--- src/rtl/bidir_reg_xcvr.sv ---
module bidir_reg_xcvr #(
  parameter int HALF_W = 9,
  parameter int HALVES = 2
) (
  input  logic                       clk,
  input  logic                       rst,
  input  logic                       test_mode,
  input  logic                       gang,
  input  logic [HALF_W*HALVES-1:0]   a_in,
  input  logic [HALF_W*HALVES-1:0]   b_in,
  input  logic [HALVES-1:0]          cap_ab,
  input  logic [HALVES-1:0]          cap_ba,
  input  logic [HALVES-1:0]          sel_ab,
  input  logic [HALVES-1:0]          sel_ba,
  input  logic [HALVES-1:0]          oe_ab,
  input  logic [HALVES-1:0]          oe_ba_n,
  output logic [HALF_W*HALVES-1:0]   a_out,
  output logic [HALF_W*HALVES-1:0]   a_oe,
  output logic [HALF_W*HALVES-1:0]   b_out,
  output logic [HALF_W*HALVES-1:0]   b_oe,
  output logic [HALVES-1:0]          contend
);
  localparam int W = HALF_W * HALVES;

  logic [HALVES-1:0] k_cab, k_cba, k_sab, k_sba, k_oab, k_oba;
  logic [HALVES-1:0] cab_q, cba_q;
  logic [HALF_W-1:0] st_ab [HALVES];
  logic [HALF_W-1:0] st_ba [HALVES];

  always_ff @(posedge clk) begin
    if (rst) begin
      cab_q <= '0;
      cba_q <= '0;
    end else begin
      cab_q <= k_cab;
      cba_q <= k_cba;
    end
  end

  AST_TEST_QUIET: assert property (@(posedge clk) disable iff (rst)
    test_mode |-> (a_oe == '0 && b_oe == '0));

  for (genvar h = 0; h < HALVES; h++) begin : g_half
    localparam int LO = h * HALF_W;

    assign k_cab[h] = gang ? cap_ab[0] : cap_ab[h];
    assign k_cba[h] = gang ? cap_ba[0] : cap_ba[h];
    assign k_sab[h] = gang ? sel_ab[0] : sel_ab[h];
    assign k_sba[h] = gang ? sel_ba[0] : sel_ba[h];
    assign k_oab[h] = !test_mode && (gang ? oe_ab[0] : oe_ab[h]);
    assign k_oba[h] = !test_mode && !(gang ? oe_ba_n[0] : oe_ba_n[h]);

    always_ff @(posedge clk) begin
      if (rst) begin
        st_ab[h] <= '0;
        st_ba[h] <= '0;
      end else if (!test_mode) begin
        if (k_cab[h] && !cab_q[h]) st_ab[h] <= a_in[LO +: HALF_W];
        if (k_cba[h] && !cba_q[h]) st_ba[h] <= b_in[LO +: HALF_W];
      end
    end

    assign b_out[LO +: HALF_W] = k_sab[h] ? st_ab[h] : a_in[LO +: HALF_W];
    assign a_out[LO +: HALF_W] = k_sba[h] ? st_ba[h] : b_in[LO +: HALF_W];
    assign b_oe[LO +: HALF_W]  = {HALF_W{k_oab[h]}};
    assign a_oe[LO +: HALF_W]  = {HALF_W{k_oba[h]}};
    assign contend[h]          = k_oab[h] & k_oba[h];

    AST_CAPTURE_AB: assert property (@(posedge clk) disable iff (rst)
      (k_cab[h] && !cab_q[h] && !test_mode) |=> st_ab[h] == $past(a_in[LO +: HALF_W]));
    AST_CAPTURE_BA: assert property (@(posedge clk) disable iff (rst)
      (k_cba[h] && !cba_q[h] && !test_mode) |=> st_ba[h] == $past(b_in[LO +: HALF_W]));
    AST_HOLD_AB: assert property (@(posedge clk) disable iff (rst)
      (!k_cab[h] || cab_q[h] || test_mode) |=> $stable(st_ab[h]));
    AST_HOLD_BA: assert property (@(posedge clk) disable iff (rst)
      (!k_cba[h] || cba_q[h] || test_mode) |=> $stable(st_ba[h]));
    AST_OE_WHOLE: assert property (@(posedge clk) disable iff (rst)
      ($countones(b_oe[LO +: HALF_W]) == 0 || $countones(b_oe[LO +: HALF_W]) == HALF_W));
    AST_CONTEND: assert property (@(posedge clk) disable iff (rst)
      contend[h] |-> (a_oe[LO] && b_oe[LO]));
  end
endmodule

--- config.mk ---
export PLATFORM = sky130hd
export DESIGN_NAME = bidir_reg_xcvr
export DESIGN_NICKNAME = d
export VERILOG_FILES = /design/src/rtl/bidir_reg_xcvr.sv
export SDC_FILE = /design/constraint.sdc
export NUM_CORES = 1
export LEC_CHECK = 0
export ABC_AREA = 1
export BUFFER_PORTS_ARGS = -buffer_cell sky130_fd_sc_hd__buf_2
export CELL_PAD_IN_SITES_DETAIL_PLACEMENT = 1
export CELL_PAD_IN_SITES_GLOBAL_PLACEMENT = 2
export CORE_MARGIN = 4
export CORE_UTILIZATION = 25
export CTS_BUF_LIST = sky130_fd_sc_hd__clkbuf_16
export DETAILED_ROUTE_END_ITERATION = 7
export GPL_TIMING_DRIVEN = 1
export PLACE_DENSITY = 0.86
export SLEW_MARGIN = 15
export SYNTH_ARGS = -nofsm -noshare
export SYNTH_HDL_FRONTEND = slang
export SYNTH_SLANG_ARGS = --single-unit
export TNS_END_PERCENT = 100
--- constraint.sdc ---
create_clock -name clk -period 1.8 [get_ports clk]
set_clock_uncertainty 0.2 [all_clocks]
set_input_delay 0.45 -clock clk [delete_from_list [all_inputs] [get_ports clk]]
set_output_delay 0.45 -clock clk [all_outputs]
set_load 0.005 [all_outputs]
# [Word-level counts from Yosys, hierarchy flattened]
# Memory sizes are Yosys's and may differ from the RTL's.
# Index checks and enable logic that the tools add are counted.
[op_classes] mux=32 n_bitwise=6 reduce_logical=15
[ops] op="$mux W9" n=8
[ops] op="$mux W1" n=24
[ops] op="$logic_and A1 B1 Y1" n=8
[ops] op="$logic_not A1 Y1" n=7
[ops] op="$or A1 B1 Y1" n=4
[ops] op="$and A1 B1 Y1" n=2
[totals] register_bits=4 mem_bits_rw=36 in_bits=52 output_inout_bits=74 elab_cells=57 memories=2
[memory_table] memory="st_ab" depth=2 width=9 read_ports=2 rd_ports_with_merged_regs=0 wr=2 line="27" source="logic [HALF_W-1:0] st_ab [HALVES];"
[memory_table] memory="st_ba" depth=2 width=9 read_ports=2 rd_ports_with_merged_regs=0 wr=2 line="28" source="logic [HALF_W-1:0] st_ba [HALVES];"

# [Longest topological paths before layout]
# Gate-level depths: netlist of run 1.
[logic_depth] ltp_word=7 ltp_mapped=7 ltp_nobuf=5

# [Least setup slack after synthesis of run 1]
# Ideal clock, no wire load.
[synth_timing] path_type="in2out" startpoint="input port gang" endpoint="output port b_oe[10]" arrival_time_ns=1.066 t_required_ns=1.150 setup_slack_ns=0.084 stages=6 path_buffers=2 cell_sequence="buf_6 > nor2_1 > nor2_1 > nand2_1 > inv_1 > buf_4"
[synth_via] elab_chain_cells=2
[synth_lines] item="from (decl)" line="8" source="input logic gang,"
[synth_lines] item="$mux W1" line="50" source="assign k_oab[h] = !test_mode && (gang ? oe_ab[0] : oe_ab[h]);"
[synth_lines] item="$logic_and A1 B1 Y1" line="50"
[synth_lines] item="to (decl)" line="20" source="output logic [HALF_W*HALVES-1:0] b_oe,"
# Every way passes these cells.

# [Worst setup path in the final report of run 1]
# Ends and elaborated chain as after synthesis.

==> key figures, run 1 <==
Status
  – Status: finished, violations left
  – Failing checks: setup timing

Final layout
  – Antenna Diode Count: 0
  – P&R area growth vs syn: 37.2%
  – Fillers: 1150
  – Fraction of layout cells with a size suffix above 1: 49.1%
  – Nets: 435

STA
  – RSZ-0062 raised after global routing: true
  – Final setup margin: -0.0309 ns
  – Final hold vios: 0
  – Setup TNS: -0.124 ns
  – Setup violators final: 5
  – Fmax: 546 MHz
  – Count of pins over their slew limit: 0
  – Slew headroom: 73.7%
  – Part of the cycle the worst path needs: 102%
  – Fin crit period: 1.83 ns
  – Worst Max-Slew Pin Slew: 0.394 ns

Synthesis
  – Ys flop type: edfxtp_1
  – Synthesized cell area: 2410 sq um
  – Ys async rst share: 0%
  – Synth warnings: 0
  – Biggest area consumer among synthesized cells: edfxtp_1
  – Distinct cells, synth: 20
  – Synth top cells by count: 50 x nand2_1, 47 x nor2_1, 42 x inv_1
  – Top cell type's share of synthesized area: 44.8%
  – FF+latch count, synth: 40
  – Syn_nets: 326
  – Most common cell in the netlist: nand2_1
  – Top post-synthesis cells by area: edfxtp_1 45%, buf_4 10%, nand2_1 7.8%, nor2_1 7.3%, inv_1 6.5%
  – Cells after synthesis: 274
  – Register area share after synthesis: 48.1%
  – Mapped Avg Cell Area: 8.80 sq um
  – Post-synth EDFFs: 36

Clock tree
  – H-tree levels: 2
  – CTS buffer count: 5
  – Worst-path clk slew: 0.06 ns
  – Clock latency on the worst-skew pair: 0.27 ns
  – # Post-CTS Setup Buffers: 0
  – CTS tree: yes
  – Clk buf depth: 2
  – Clk root buf: clkbuf_16
  – CTS Hold Bufs: 0
  – Sink Count: 40

Worst setup path
  – CP Class: input port to output port
  – R2R Setup Slk: 0.45 ns
  – Arr. time, crit path: 1.18 ns
  – Worst Setup Start Kind: input port
  – Worst Path Max Fanout: 5
  – Reg2reg path depth: 3
  – CP Capture Type: output port
  – Worst Setup SP: gang
  – Crit Reg-Reg Endpoint: st_ab[0][7]$_SDFFCE_PN0P_
  – FF-to-FF Start: cab_q[0]$_SDFF_PP0_
  – Req. time, crit path: 1.15 ns
  – Critical path endpoint: b_oe[10]

GRT
  – GRT overflow: 0
  – Initial antenna violation count: 0
  – Vias in the first global route: 2158
  – Largest net degree at the start of global routing: 19
  – GRT Total Usage: 10.8%
  – First-pass GRT wire length: 9800 microns

Min path
  – Hold-critical path depth: 2
  – Worst hold path type: input port to flip-flop

Placed design
  – Routability cong.: 0.700
  – I/O Buffers: 125
  – HPWL Detailed: 4920 microns
  – Pre-CTS setup slack: -0.175 ns

Detailed routing
  – DR vias/cell: 4.03
  – DRT Pass-1 Iters: 4
  – First DRT Iteration DRCs: 27
  – Remaining antenna violation count: 0
  – # DRC: 0
  – Routed len/inst: 12.3 microns
  – Routed WL: 6320 microns
  – Vias: 2062

Die
  – CORE AREA: 9330 sq um
  – Die height: 106 microns
  – Die X: 106 microns
  – Rows: 35
  – Initial Utilization: 25.9%
  – Die Area: 11300 sq um
  – I/O pin count: 126

Power
  – Maximum VDD drop: 0.290 mV
  – Leak: 1.71 nW
  – P per Cell Area: 731 nW/um^2

Flow run
  – Max_cap viols: 0
==> cells by family (layout without fill, tap and decap cells) <==
logic type      after synthesis  in the layout  synth area share [%]
flops                        40             40                  48.1
compound gates               38             38                  10.7
buf+inv                      83            190                  19.6
simple gates                113            115                  21.6
==> timing repair <==
| action | in CTS | in global routing |
|---|---|---|
| gates cloned | 2 | 2 |
| pin swaps | 2 | 6 |
| resized for setup | 11 | 18 |
| endpoints found under the setup margin | 37 | 37 |
==> worst min-delay path by stage <==
stage / start / end / slack [ns]
floorplan: rst / cab_q[1]$_SDFF_PP0_ / 0.32
global placement: cap_ab[0] / cab_q[0]$_SDFF_PP0_ / 0.49
detailed placement: cap_ab[0] / cab_q[0]$_SDFF_PP0_ / 0.49
CTS: cap_ab[0] / cab_q[0]$_SDFF_PP0_ / 0.20
global route: rst / cba_q[0]$_SDFF_PP0_ / 0.22
finish: rst / cab_q[0]$_SDFF_PP0_ / 0.21
==> cell type report <==
type                       instances  area, sq um  share of cell area, %
sequential                        40         1160                   35.1
multi-input combinational        153          870                   26.3
timing repair buffer             137          797                   24.1
inverter                          44          173                   5.22
tap                              129          161                   4.88
clock buffer                       5          125                   3.78
timing repair inverter             2         15.0                  0.454
clock inverter                     2         8.76                  0.265
==> power by group <==
group          internal [W]  total, W  switching, W
Sequential          0.00107   0.00108     0.0000150
Combinational      0.000236  0.000516      0.000280
Clock              0.000497  0.000818      0.000321
Total               0.00180   0.00242      0.000616
==> worst max-delay path, stage by stage <==
cell	delay (ns)
buf_12	0.12
buf_8	0.12
nor2_4	0.07
nor2_2	0.05
nand2_2	0.12
clkinvlp_4	0.12
buf_2	0.13
==> through the flow <==
| step | power, W | util [%] | std cells | hold slack [ns] | cell area (sq um) |
|---|---|---|---|---|---|
| final | 0.00242 | 35.5 | 512 | 0.208 | 3310 |
| after global routing | 0.00256 | 35.5 | 512 | 0.222 | 3310 |
| after CTS | 0.00244 | 34.7 | 510 | 0.203 | 3240 |
| after global placement | 0.00158 | 32.6 | 501 | 0.486 | 3040 |
| after floorplan | 0.00139 | - | 274 | 0.319 | 2410 |
| after detailed placement | 0.00159 | 32.6 | 501 | 0.494 | 3040 |
==> layer usage <==
layer	track usage (%)	vias up	part of all wire (%)
li1	-	1043	-
met3	2.79	2	7.5
met5	0	-	0
met2	19.0	85	48
met1	12.9	932	43
met4	3.05	0	0.63
==> registers in the layout, indices dropped and copies added (netlist names) <==
| name | count |
|---|---|
| cab_q | 2 |
| cba_q | 2 |
| st_ab | 18 |
| st_ba | 18 |
==> layout by cell type (no fill, tap or decap), drive strengths merged <==
cell type  Yosys  layout
inv           44      45
nor3           1       1
nor2          47      47
dfxtp          4       4
a21oi          2       2
clkbuf         0       5
nand3          5       5
o21ai         36      36
nand2         60      62
clkinv         0       1
buf           39     137
clkinvlp       0       2
edfxtp        36      36
Power figures use the tool's default switching activity.
==> run 2, diff against run 1 <==
--- a/config.mk
+++ b/config.mk
@@ -8,13 +8,13 @@
 export ABC_AREA = 1
 export BUFFER_PORTS_ARGS = -buffer_cell sky130_fd_sc_hd__buf_2
 export CELL_PAD_IN_SITES_DETAIL_PLACEMENT = 1
-export CELL_PAD_IN_SITES_GLOBAL_PLACEMENT = 2
+export CELL_PAD_IN_SITES_GLOBAL_PLACEMENT = 1
 export CORE_MARGIN = 4
-export CORE_UTILIZATION = 25
+export CORE_UTILIZATION = 32
 export CTS_BUF_LIST = sky130_fd_sc_hd__clkbuf_16
 export DETAILED_ROUTE_END_ITERATION = 7
 export GPL_TIMING_DRIVEN = 1
-export PLACE_DENSITY = 0.86
+export PLACE_DENSITY = 0.85
 export SLEW_MARGIN = 15
 export SYNTH_ARGS = -nofsm -noshare
 export SYNTH_HDL_FRONTEND = slang
==> run 2 against run 1 <==
Critical path depth shrank 1; largest cell class unchanged; the flow now finishes without violations; sequential power is essentially flat; worst setup slack gained 0.058 ns; die area shrank 20%; non-clock buffer count shrank 2; global-route usage grew 3.3 points; largest power group unchanged; combinational power is essentially flat.
==> key figures, run 2 (synthesis results as in run 1) <==
STA
  – Final setup margin: 0.0273 ns (was -0.0309 ns)
  – Fin crit period: 1.77 ns (was 1.83 ns)
  – RSZ-0062 raised after global routing: true (unchanged)
  – Setup violators final: 0 (was 5)
  – Final hold vios: 0 (unchanged)
  – Fmax: 564 MHz (was 546 MHz)
  – Part of the cycle the worst path needs: 98.5% (was 102%)
  – Slew headroom: 72.6% (was 73.7%)
  – Worst Max-Slew Pin Slew: 0.410 ns (was 0.394 ns)
  – Count of pins over their slew limit: 0 (unchanged)

Final layout
  – Antenna Diode Count: 0 (unchanged)
  – Multi-input gate area: 931 sq um (was 870 sq um)
  – P&R area growth vs syn: 36.1% (was 37.2%)
  – Fillers: 905 (was 1150)
  – Nets: 434 (was 435)
  – Final Util: 45.0% (was 35.5%)
  – Fraction of layout cells with a size suffix above 1: 49.0% (was 49.1%)
  – Final instance area: 3280 sq um (was 3310 sq um)
  – Largest registers: st_ab (18), st_ba (18) (unchanged)
  – Commonest non-fill, non-tap cell in the layout: buf_2 (unchanged)
  – Register area: 1160 sq um (unchanged)
  – Most frequent cells in the layout: 124 x buf_2, 47 x nor2_1, 44 x nand2_1, 40 x inv_1, 36 x edfxtp_1 (was 122 x buf_2, 48 x nand2_1, 45 x nor2_1, 41 x inv_1, 36 x edfxtp_1)

Worst setup path
  – Req. time, crit path: 1.15 ns (about the same)
  – FF-to-FF Start: cab_q[0]$_SDFF_PP0_ (unchanged)
  – Cell repeated most along the worst path: buf_2
  – CP Class: input port to output port (unchanged)
  – WP buf/inv: 2 (was 4)
  – Worst Path Max Fanout: 5 (unchanged)
  – Cell Chain, Critical Path: buf_2, nand2_4, nand2_8, nand2_1, o21ai_2, buf_2 (was buf_12, buf_8, nor2_4, nor2_2, nand2_2, clkinvlp_4, buf_2)
  – CP max stage delay: 0.19 ns (was 0.13 ns)
  – Worst Setup SP: sel_ab[0] (was gang)
  – Slowest CP cell: nand2_4 (was buf_2)
  – CP Capture Type: output port (unchanged)
  – Worst Setup Start Kind: input port (unchanged)
  – Arr. time, crit path: 1.12 ns (was 1.18 ns)
  – Delay-heaviest family, CP: simple AND/OR/NAND/NOR gates (was buffers and inverters)

Clock tree
  – # Post-CTS Setup Buffers: 0 (unchanged)
  – CTS tree: yes (unchanged)
  – Clk buf depth: 2 (unchanged)
  – Sink Count: 40 (unchanged)
  – Clk root buf: clkbuf_16 (unchanged)
  – Clock latency on the worst-skew pair: 0.27 ns (about the same)
  – CTS Hold Bufs: 0 (unchanged)
  – Worst-path clk slew: 0.06 ns (about the same)
  – CTS buffer count: 5 (unchanged)
  – H-tree levels: 2 (unchanged)

Power
  – Leak: 1.71 nW (about the same)
  – Maximum VDD drop: 0.304 mV (was 0.290 mV)
  – Sequential Power Share: 45.0% (was 44.8%)
  – Psw: 0.000616 W (about the same)
  – Overall power: 0.00241 W (was 0.00242 W)
  – P per Cell Area: 735 nW/um^2 (was 731 nW/um^2)
  – Combinational power share: 21.3% (about the same)
  – Sw Share: 25.5% (about the same)
  – Clock power frac: 33.6% (was 33.8%)
  – Internal power: 0.00180 W (about the same)

GRT
  – GRT overflow: 0 (unchanged)
  – Initial antenna violation count: 1 (was 0)
  – GRT Total Usage: 14.1% (was 10.8%)
  – First-pass GRT wire length: 9860 microns (was 9800 microns)
  – Largest net degree at the start of global routing: 19 (unchanged)
  – Vias in the first global route: 2185 (was 2158)

Detailed routing
  – Routed len/inst: 13.0 microns (was 12.3 microns)
  – DR vias/cell: 4.38 (was 4.03)
  – Vias: 2105 (was 2062)
  – Remaining antenna violation count: 0 (unchanged)
  – DRT Pass-1 Iters: 4 (unchanged)
  – First DRT Iteration DRCs: 30 (was 27)
  – # DRC: 0 (unchanged)
  – Routed WL: 6260 microns (was 6320 microns)

Die
  – Initial Utilization: 33.1% (was 25.9%)
  – CORE AREA: 7290 sq um (was 9330 sq um)
  – Die height: 94.8 microns (was 106 microns)
  – Rows: 31 (was 35)
  – I/O pin count: 126 (unchanged)
  – Die X: 94.8 microns (was 106 microns)
  – Die Area: 8990 sq um (was 11300 sq um)

Placed design
  – Placed cell areas: 2970 sq um (was 3040 sq um)
  – HPWL Detailed: 4830 microns (was 4920 microns)
  – Routability cong.: 0.693 (was 0.700)
  – Pre-CTS setup slack: -0.187 ns (was -0.175 ns)
  – I/O Buffers: 125 (unchanged)

Flow run
  – Max_cap viols: 0 (unchanged)

Min path
  – HP Start: rst (unchanged)
  – Worst hold path type: input port to flip-flop (unchanged)

Status
  – Status: finished, final reports clean (was finished, violations left)
-- run 2: cell count changes in the layout (fill, tap and decap cells not counted), moves of 2 or more --
cell and change:
buf_2 +2, nand2_8 +4, nand2_1 -4, nor2_1 +2, clkinv_1 +2, clkinvlp_4 -2, buf_4 -2, nand2_2 +3
o21ai_1 -2, o21ai_0 +2
-- run 2: area by class of cell --
type | instances | share of cell area, %
sequential | 40 | 35.4
tap | 99 | 3.77
multi-input combinational | 156 | 28.4
clock inverter | 2 | 0.229
clock buffer | 5 | 3.81
inverter | 44 | 5.41
timing repair buffer | 135 | 23.1
-- run 2: power groups by stage --
stage               Clock, W  Combinational (W)  Sequential [W]
CTS                 0.000839           0.000511         0.00109
detailed placement         0           0.000469         0.00111
finish              0.000810           0.000515         0.00109
global route        0.000875           0.000576         0.00109
global placement           0           0.000454         0.00110
floorplan                  0           0.000294         0.00110
-- run 2: what timing repair did --
item,in CTS,in global routing
endpoints found under the setup margin,36,25
gates resized for setup,12,15
pin swaps,2,0
cloned,4,1
-- run 2: path summary, 6_finish.rpt --
kind	end	slack (ns)	cells past startpoint
setup / recovery	b_out[17]	0.03	6
hold / removal	cba_q[0]$_SDFF_PP0_	0.22	2
setup reg to reg	st_ab[0][3]$_SDFFCE_PN0P_	0.40	3
hold reg to reg	st_ab[0][4]$_SDFFCE_PN0P_	0.54	3
-- run 2: per-stage QoR --
step / TNS (ns) / std cells / hold WS, ns
5_1_grt: -0.0561 / 481 / 0.231
4_1_cts: 0 / 480 / 0.209
3_3_place_gp: -2.39 / 469 / 0.486
3_5_place_dp: -3.65 / 469 / 0.504
6_report: 0 / 481 / 0.218
2_1_floorplan: 0 / 274 / 0.319
-- run 2: layer usage --
layer	up-vias	share of wire (%)	GRT usage, %
met2	84	51	25.6
met1	960	41	16.5
met4	2	1.2	3.97
met3	7	7.6	3.43
met5	-	0.11	0
li1	1052	-	-
